==> src/rtl/reflex_pkg.sv <==
package reflex_pkg;
  // Strobes issued by the control to the datapath each cycle
  typedef struct packed {
    logic capture;   // a sample is judged at this edge
    logic raiseThr;  // step threshold up
    logic lowerThr;  // step threshold down
  } thrStrobe_t;
endpackage

==> src/rtl/danger_datapath.sv <==
module danger_datapath
  import reflex_pkg::*;
#(
  parameter int NUM_CELLS = 9,
  parameter int THR_RESET = 7,
  localparam int CNT_W = $clog2(NUM_CELLS + 1)
) (
  input  logic                   clk,
  input  logic                   rst_n,
  input  logic [2*NUM_CELLS-1:0] cellTrits,
  input  thrStrobe_t             strobe,
  output logic                   fleeQ,
  output logic [CNT_W-1:0]       thrQ
);
  localparam logic [1:0] NEG_CODE = 2'b11;

  logic [NUM_CELLS-1:0] negMask;
  logic [CNT_W-1:0]     dangerCount;

  // One comparator per cell: does this cell hold -1?
  for (genvar gi = 0; gi < NUM_CELLS; gi++) begin : g_cell
    assign negMask[gi] = (cellTrits[2*gi +: 2] == NEG_CODE);
  end

  // Population count of the negative cells
  always_comb begin
    dangerCount = '0;
    for (int i = 0; i < NUM_CELLS; i++) begin
      dangerCount = dangerCount + CNT_W'(negMask[i]);
    end
  end

  always_ff @(posedge clk) begin
    if (!rst_n) begin
      fleeQ <= 1'b0;
    end else begin
      fleeQ <= strobe.capture && (dangerCount >= thrQ);
    end
  end

  always_ff @(posedge clk) begin
    if (!rst_n) begin
      thrQ <= CNT_W'(THR_RESET);
    end else if (strobe.raiseThr) begin
      thrQ <= thrQ + 1'b1;
    end else if (strobe.lowerThr) begin
      thrQ <= thrQ - 1'b1;
    end
  end
endmodule

==> src/rtl/danger_control.sv <==
module danger_control
  import reflex_pkg::*;
#(
  parameter int NUM_CELLS = 9,
  parameter int THR_MIN   = 1,
  parameter int THR_MAX   = 9,
  localparam int CNT_W = $clog2(NUM_CELLS + 1)
) (
  input  logic             sampleValid,
  input  logic             fbValid,
  input  logic             fbBad,
  input  logic             fleeQ,
  input  logic [CNT_W-1:0] thrQ,
  output thrStrobe_t       strobe
);
  logic fbOnFire;
  logic atTop;
  logic atBottom;

  assign fbOnFire = fleeQ && fbValid;
  assign atTop    = (thrQ >= CNT_W'(THR_MAX));
  assign atBottom = (thrQ <= CNT_W'(THR_MIN));

  always_comb begin
    strobe          = '0;
    strobe.capture  = sampleValid;
    strobe.raiseThr = fbOnFire && fbBad && !atTop;
    strobe.lowerThr = fbOnFire && !fbBad && !atBottom;
  end
endmodule

==> src/rtl/ternary_danger_reflex.sv <==
module ternary_danger_reflex
  import reflex_pkg::*;
#(
  parameter int NUM_CELLS = 9,
  parameter int THR_RESET = 7,
  parameter int THR_MIN   = 1,
  parameter int THR_MAX   = NUM_CELLS,
  localparam int CNT_W = $clog2(NUM_CELLS + 1)
) (
  input  logic                   clk,
  input  logic                   rst_n,
  input  logic                   sampleValid,
  input  logic [2*NUM_CELLS-1:0] cellTrits,
  input  logic                   fbValid,
  input  logic                   fbBad,
  output logic                   fleeOut,
  output logic [CNT_W-1:0]       thresholdOut
);
  thrStrobe_t strobe;

  danger_control #(
    .NUM_CELLS(NUM_CELLS),
    .THR_MIN  (THR_MIN),
    .THR_MAX  (THR_MAX)
  ) ctrl_i (
    .sampleValid(sampleValid),
    .fbValid    (fbValid),
    .fbBad      (fbBad),
    .fleeQ      (fleeOut),
    .thrQ       (thresholdOut),
    .strobe     (strobe)
  );

  danger_datapath #(
    .NUM_CELLS(NUM_CELLS),
    .THR_RESET(THR_RESET)
  ) dp_i (
    .clk      (clk),
    .rst_n    (rst_n),
    .cellTrits(cellTrits),
    .strobe   (strobe),
    .fleeQ    (fleeOut),
    .thrQ     (thresholdOut)
  );
endmodule

==> config.mk <==
export PLATFORM = sky130hd
export DESIGN_NAME = ternary_danger_reflex
export DESIGN_NICKNAME = d
export VERILOG_FILES = /design/src/rtl/reflex_pkg.sv /design/src/rtl/danger_datapath.sv /design/src/rtl/danger_control.sv /design/src/rtl/ternary_danger_reflex.sv
export SDC_FILE = /design/constraint.sdc
export NUM_CORES = 1
export LEC_CHECK = 0
export CAP_MARGIN = 20
export CORE_MARGIN = 2
export CORE_UTILIZATION = 44
export CTS_CLUSTER_DIAMETER = 100
export DETAILED_ROUTE_END_ITERATION = 8
export PLACE_DENSITY = 0.83
export SYNTH_ARGS = -nofsm -noshare
export SYNTH_HDL_FRONTEND = slang
export SYNTH_SLANG_ARGS = --single-unit
==> constraint.sdc <==
create_clock -name clk -period 7.65 [get_ports clk]
set_input_delay 0.765 -clock clk [delete_from_list [all_inputs] [get_ports clk]]
set_output_delay 0.765 -clock clk [all_outputs]
set_load 0.01 [all_outputs]
==> results of run 1 <==
## worst min path at each step
stage | end | cells after the start | start
6_report | dp_i.thrQ[2] | 2 | dp_i.thrQ[2]
5_1_grt | dp_i.thrQ[2] | 2 | dp_i.thrQ[2]
4_1_cts | dp_i.thrQ[2] | 2 | dp_i.thrQ[2]
3_5_place_dp | dp_i.thrQ[2] | 2 | dp_i.thrQ[2]
3_3_place_gp | dp_i.thrQ[2] | 2 | dp_i.thrQ[2]
2_1_floorplan | dp_i.thrQ[2] | 2 | dp_i.thrQ[2]
## stage by stage
| step | setup WS (ns) | utilization, % | total power, W | instances | cell area, um^2 |
|---|---|---|---|---|---|
| 6_report | 3.30 | 71.9 | 0.000105 | 120 | 971 |
| 5_1_grt | 3.11 | 71.9 | 0.000116 | 120 | 971 |
| 4_1_cts | 3.28 | 71.9 | 0.000108 | 120 | 971 |
| 3_5_place_dp | 3.04 | 70.0 | 0.0000760 | 116 | 945 |
| 3_3_place_gp | 3.06 | 70.0 | 0.0000738 | 116 | 945 |
| 2_1_floorplan | 3.54 | - | 0.0000571 | 74 | 656 |
## state kept, by name, summed over array words and instances (netlist names)
| signal | count |
|---|---|
| dp_i.thrQ | 4 |
| dp_i.fleeQ | 1 |
## where the power goes
part	internal [W]	leakage [nW]	switching (W)	total, W
registers	0.0000269	0.0404	0.000000953	0.0000279
clock network	0.0000197	0.0150	0.0000110	0.0000307
logic	0.0000269	0.423	0.0000198	0.0000467
total	0.0000735	0.478	0.0000318	0.000105
## worst max-delay path: stages
cell and delay, ns:
clkdlybuf4s50_1 0.39, and2_1 0.15, ha_1 0.26, inv_1 0.05, fa_1 0.49, fa_1 0.54
inv_1 0.05, fa_1 0.47, ha_1 0.24, fa_1 0.44, ha_1 0.28, a21boi_0 0.12
o21ai_0 0.14, a21oi_1 0.08
## cell usage in the layout (no fill, tap or decap), drive strengths merged, types with 3 or more instances in the layout
master	synthesis	final
a21oi	3	3
and2	5	5
clkbuf	0	4
clkdlybuf4s50	0	27
dfxtp	5	5
fa	5	5
ha	13	13
inv	12	12
nand2	6	6
## logic make-up (layout without fill, tap and decap cells)
logic type / Yosys count / after routing / synth area share, %
AND/OR/NAND/NOR: 21 / 21 / 17.0
adder cells (fa/ha/maj): 18 / 18 / 40.1
flip-flops: 5 / 5 / 15.3
AO/OA/AOI/OAI: 15 / 15 / 16.2
buffers and inverters: 12 / 43 / 6.87
multiplexers: 2 / 2 / 3.24
XOR/XNOR: 1 / 1 / 1.34
## layout make-up
| type | count | share of cell area [%] |
|---|---|---|
| Clock buffer | 4 | 2.71 |
| Inverter | 12 | 4.64 |
| Multi-Input combinational cell | 57 | 52.6 |
| Sequential cell | 5 | 10.3 |
| Tap cell | 15 | 1.93 |
| Timing Repair Buffer | 27 | 27.8 |
## routing by layer
metal	track usage [%]	vias to the layer above	share of wire, %
li1	-	317	-
met1	20.0	276	45
met2	27.4	7	51
met3	5.17	0	3.3
met4	1.88	0	0
met5	0	-	0
==> impl_metrics.yaml, run 1 <==
critical_path:
  crit_end: "dp_i.fleeQ"
  start_kind: "input pin"
  cp_max_fo: 2
  critPathKind: "in2reg"
  worst-r2r-cell-count: 6
  reg2reg_to: "dp_i.thrQ[2]"
  cp-end-kind: "flip-flop"
  timing.rr.start: "dp_i.thrQ[0]"
  rrSetupSlack_ns: 5.77
  arrival_ns: 4.48
  cp-startpoint: "cellTrits[2]"
  worstPathRequired_ns: 7.78
synth:
  ys_top_cells_by_count: "ha_1 (13), inv_1 (12), nand2_1 (6)"
  synthCells: 74
  ys_seq_area_share_pct: 15.3
  ys_async_sr_fraction_pct: 0
  yosysMostFrequentCell: "ha_1"
  synth_warnings: 0
  synth_top_cell_area_share_pct: 24.8
  synth_area_leaders: "ha_1 (25%), dfxtp_1 (15%), fa_1 (15%)"
  syn_area_um2: 656
  ys_ff_latch: 5
  ys_types: 27
  synth_area_leader_cell: "ha_1"
  synth_ff_type: "dfxtp_1"
  syn_nets: 115
  synth_edf_count: 0
  syn_area_per_cell_um2: 8.86
timing:
  fin_setup_tns_ns: 0
  post-route-min-period_ns: 4.35
  drv_slew: 0
  setup_violations: 0
  relSlewSlack_pct: 79.9
  hold_ws_ns: 0.566
  fin_worst_skew_ns: 0.000315
  rsz0062_at_grt: "no"
  hold_violations: 0
  timing.final.crit_share_pct: 56.9
  fmax_mhz: 230
  tightest_slew_ns: 0.298
cts:
  clockBufferDepth: 2
  cts_made_buffers: 3
  cts.hold.buffers_added: 0
  cts.sinks: 5
  cts_resized: 0
  postCtsSetupRepairBufs: 0
  cts_root_buffer: "clkbuf_4"
  path_clk_slew_ns: 0.04
  htree_levels: 1
  clock_latency_ns: 0.24
  tritoncts: "built"
route:
  drc: 0
  detail-route-antenna-nets: 0
  drt-vias-per-instance: 5.00
  wl_um: 1310
  wl_per_cell_um: 10.9
  drtPass1Iterations: 4
  drtIter0Drc: 5
  dr_total_vias: 600
die:
  start_util_pct: 48.6
  dieArea_um2: 1810
  row_count: 13
  die_h_um: 42.6
  io_pins: 28
  core_area_um2: 1350
  die_w_um: 42.6
final_layout:
  syn2layout_area_growth_pct: 48.1
  fillers: 111
  seq_area_um2: 100
  final_layout_size_suffix_gt1_share_pct: 3.81
  final_nets: 147
  diodes: 0
  multi_input_comb_area_um2: 510
power_and_ir_drop:
  ir_drop_mv: 0.0947
  leakagePower_nw: 0.478
  powerDensity_nw_per_um2: 108
global_route:
  grt_max_degree: 9
  grt_pass1_wl_um: 2240
  grt-ovfl-total: 0
  first_global_vias: 556
  antenna_found_initial: 0
  grt_usage_pct: 16.0
placed_design:
  io_buffers: 27
  hpwl_um: 1160
  place_congestion: 0.761
run:
  max_cap_violations: 0
outcome:
  status: "complete, no violations"
worst_hold_path:
  hold_path_class: "reg2reg"
Note: power is estimated with default switching activity, not from simulation.
==> run 2, diff against run 1 <==
--- a/config.mk
+++ b/config.mk
@@ -7,10 +7,10 @@
 export LEC_CHECK = 0
 export CAP_MARGIN = 20
 export CORE_MARGIN = 2
-export CORE_UTILIZATION = 44
+export CORE_UTILIZATION = 37
 export CTS_CLUSTER_DIAMETER = 100
 export DETAILED_ROUTE_END_ITERATION = 8
-export PLACE_DENSITY = 0.83
+export PLACE_DENSITY = 0.74
 export SYNTH_ARGS = -nofsm -noshare
 export SYNTH_HDL_FRONTEND = slang
 export SYNTH_SLANG_ARGS = --single-unit
==> constraint.sdc (replaced) <==
create_clock -name clk -period 3.61 [get_ports clk]
set_input_delay 0.361 -clock clk [delete_from_list [all_inputs] [get_ports clk]]
set_output_delay 0.361 -clock clk [all_outputs]
set_load 0.01 [all_outputs]
==> run 2 against run 1 <==
Against the previous run: non-clock buffer count grew 1; sequential share of layout area down 0.40 points; final cell count increased by 2.5%; critical endpoint unchanged; sequential cell count is the same; clock power rose by 120%; core utilization fell by 12 points; hold slack improved by 0.013 ns; clock skew increased by 0.0067 ns.
==> impl_metrics.yaml, run 2 (synthesized netlist as in run 1, its figures left out) <==
die:
  core_area_um2: 1690
  dieArea_um2: 2120
  die_h_um: 46.1
  die_w_um: 46.1
  io_pins: 28
  row_count: 15
  start_util_pct: 38.8
final_layout:
  final_layout_size_suffix_gt1_share_pct: 17.0
  syn2layout_area_growth_pct: 54.0
  top_regs: "dp_i.thrQ x4, dp_i.fleeQ x1"
  final_area_um2: 1010
  final_nets: 148
  regMostFlops: "dp_i.thrQ"
  largest_reg_flops: 4
  diodes: 0
  most-common-layout-cells: "clkdlybuf4s50_1 (19), ha_1 (11), inv_1 (10), fa_1 (5), dfxtp_1 (5)"
  fillers: 139
  layout_commonest_cell: "clkdlybuf4s50_1"
outcome:
  status: "complete, no violations"
route:
  drtPass1Iterations: 4
  dr_total_vias: 605
  wl_per_cell_um: 11.6
  wl_um: 1430
  drc: 0
  drt-vias-per-instance: 4.92
  detail-route-antenna-nets: 0
  drtIter0Drc: 2
timing:
  hold_violations: 0
  worst_slack_ns: 0.117
  drv_slew: 0
  hold_ws_ns: 0.579
  setup_violations: 0
  fin_worst_skew_ns: 0.00702
  post-route-min-period_ns: 3.49
  tightest_slew_ns: 0.372
  fin_setup_tns_ns: 0
  relSlewSlack_pct: 74.9
  fmax_mhz: 286
  timing.final.crit_share_pct: 96.7
  rsz0062_at_grt: "no"
cts:
  cts_root_buffer: "clkbuf_4"
  cts.sinks: 5
  path_clk_slew_ns: 0.05
  htree_levels: 1
  tritoncts: "built"
  clock_latency_ns: 0.25
  cts.hold.buffers_added: 0
  clockBufferDepth: 2
  cts_made_buffers: 3
placed_design:
  hpwl_um: 1210
  io_buffers: 27
  dp_worst_setup_slack_ns: -0.501
  place_congestion: 0.739
  postPlaceCellArea_um2: 950
global_route:
  first_global_vias: 590
  grt-ovfl-total: 0
  grt_max_degree: 9
  grt_usage_pct: 15.0
  grt_pass1_wl_um: 2270
  antenna_found_initial: 0
critical_path:
  cp_max_fo: 2
  critPathKind: "in2reg"
  start_kind: "input pin"
  cp-end-kind: "flip-flop"
  arrival_ns: 3.63
  worstPathRequired_ns: 3.75
power_and_ir_drop:
  p_sw_w: 0.0000800
  ir_drop_mv: 0.146
  switching_share_pct: 32.5
  p_clk_share_pct: 27.4
  powerDensity_nw_per_um2: 244
  fin_total_pwr_w: 0.000246
  intPower_w: 0.000166
  leakagePower_nw: 0.523
  comb_power_share_pct: 48.5
  pwr-share-seq_pct: 24.0
run:
  max_cap_violations: 0
worst_hold_path:
  hold_path_class: "reg2reg"
run 2: cell type report:
type / count / area, um^2 / area share, %
timing repair buffer: 28 / 268 / 26.5
tap: 17 / 21.3 / 2.11
multi-input combinational: 57 / 549 / 54.4
inverter: 12 / 45.0 / 4.46
clock buffer: 4 / 26.3 / 2.60
sequential: 5 / 100 / 9.91
run 2: final timing paths:
check	from	endpoint	slack (ns)	cells past startpoint
worst max-delay path	cellTrits[2]	dp_i.fleeQ	0.12	14
worst min-delay path	dp_i.thrQ[2]	dp_i.thrQ[2]	0.58	2
worst max register to register	dp_i.thrQ[1]	dp_i.thrQ[2]	1.71	6
worst min register to register	dp_i.thrQ[2]	dp_i.thrQ[2]	0.58	2
run 2: stage by stage:
| stage | util, % | cells |
|---|---|---|
| 2_1_floorplan | - | 74 |
| 3_3_place_gp | 56.2 | 118 |
| 3_5_place_dp | 56.2 | 118 |
| 4_1_cts | 57.4 | 122 |
| 5_1_grt | 59.8 | 123 |
| 6_report | 59.8 | 123 |
run 2: routing by layer:
| layer | GRT usage, % | share of wire, % |
|---|---|---|
| met5 | 0 | 0 |
| met4 | 5.71 | 0 |
| met3 | 5.49 | 4.4 |
| met2 | 24.4 | 53 |
| met1 | 17.7 | 42 |
run 2: critical path: stages:
cell	delay [ns]
clkbuf_2	0.08
and2_4	0.15
ha_4	0.25
inv_2	0.03
fa_1	0.44
fa_1	0.51
inv_2	0.04
fa_1	0.49
ha_4	0.19
fa_1	0.54
ha_1	0.22
a21boi_2	0.15
o21ai_1	0.11
a21oi_1	0.07
run 2: timing repair:
action	CTS	global route
pin swaps	11	13
resized for setup	13	13
endpoints found under the setup margin	1	1
buffers inserted	0	1
run 2: power by group through the flow:
stage	clock (W)	combinational, W	sequential (W)
global placement	0	0.0000974	0.0000601
finish	0.0000676	0.000120	0.0000592
global route	0.0000762	0.000139	0.0000594
detailed placement	0	0.000106	0.0000602
floorplan	0	0.0000612	0.0000605
CTS	0.0000703	0.000111	0.0000592
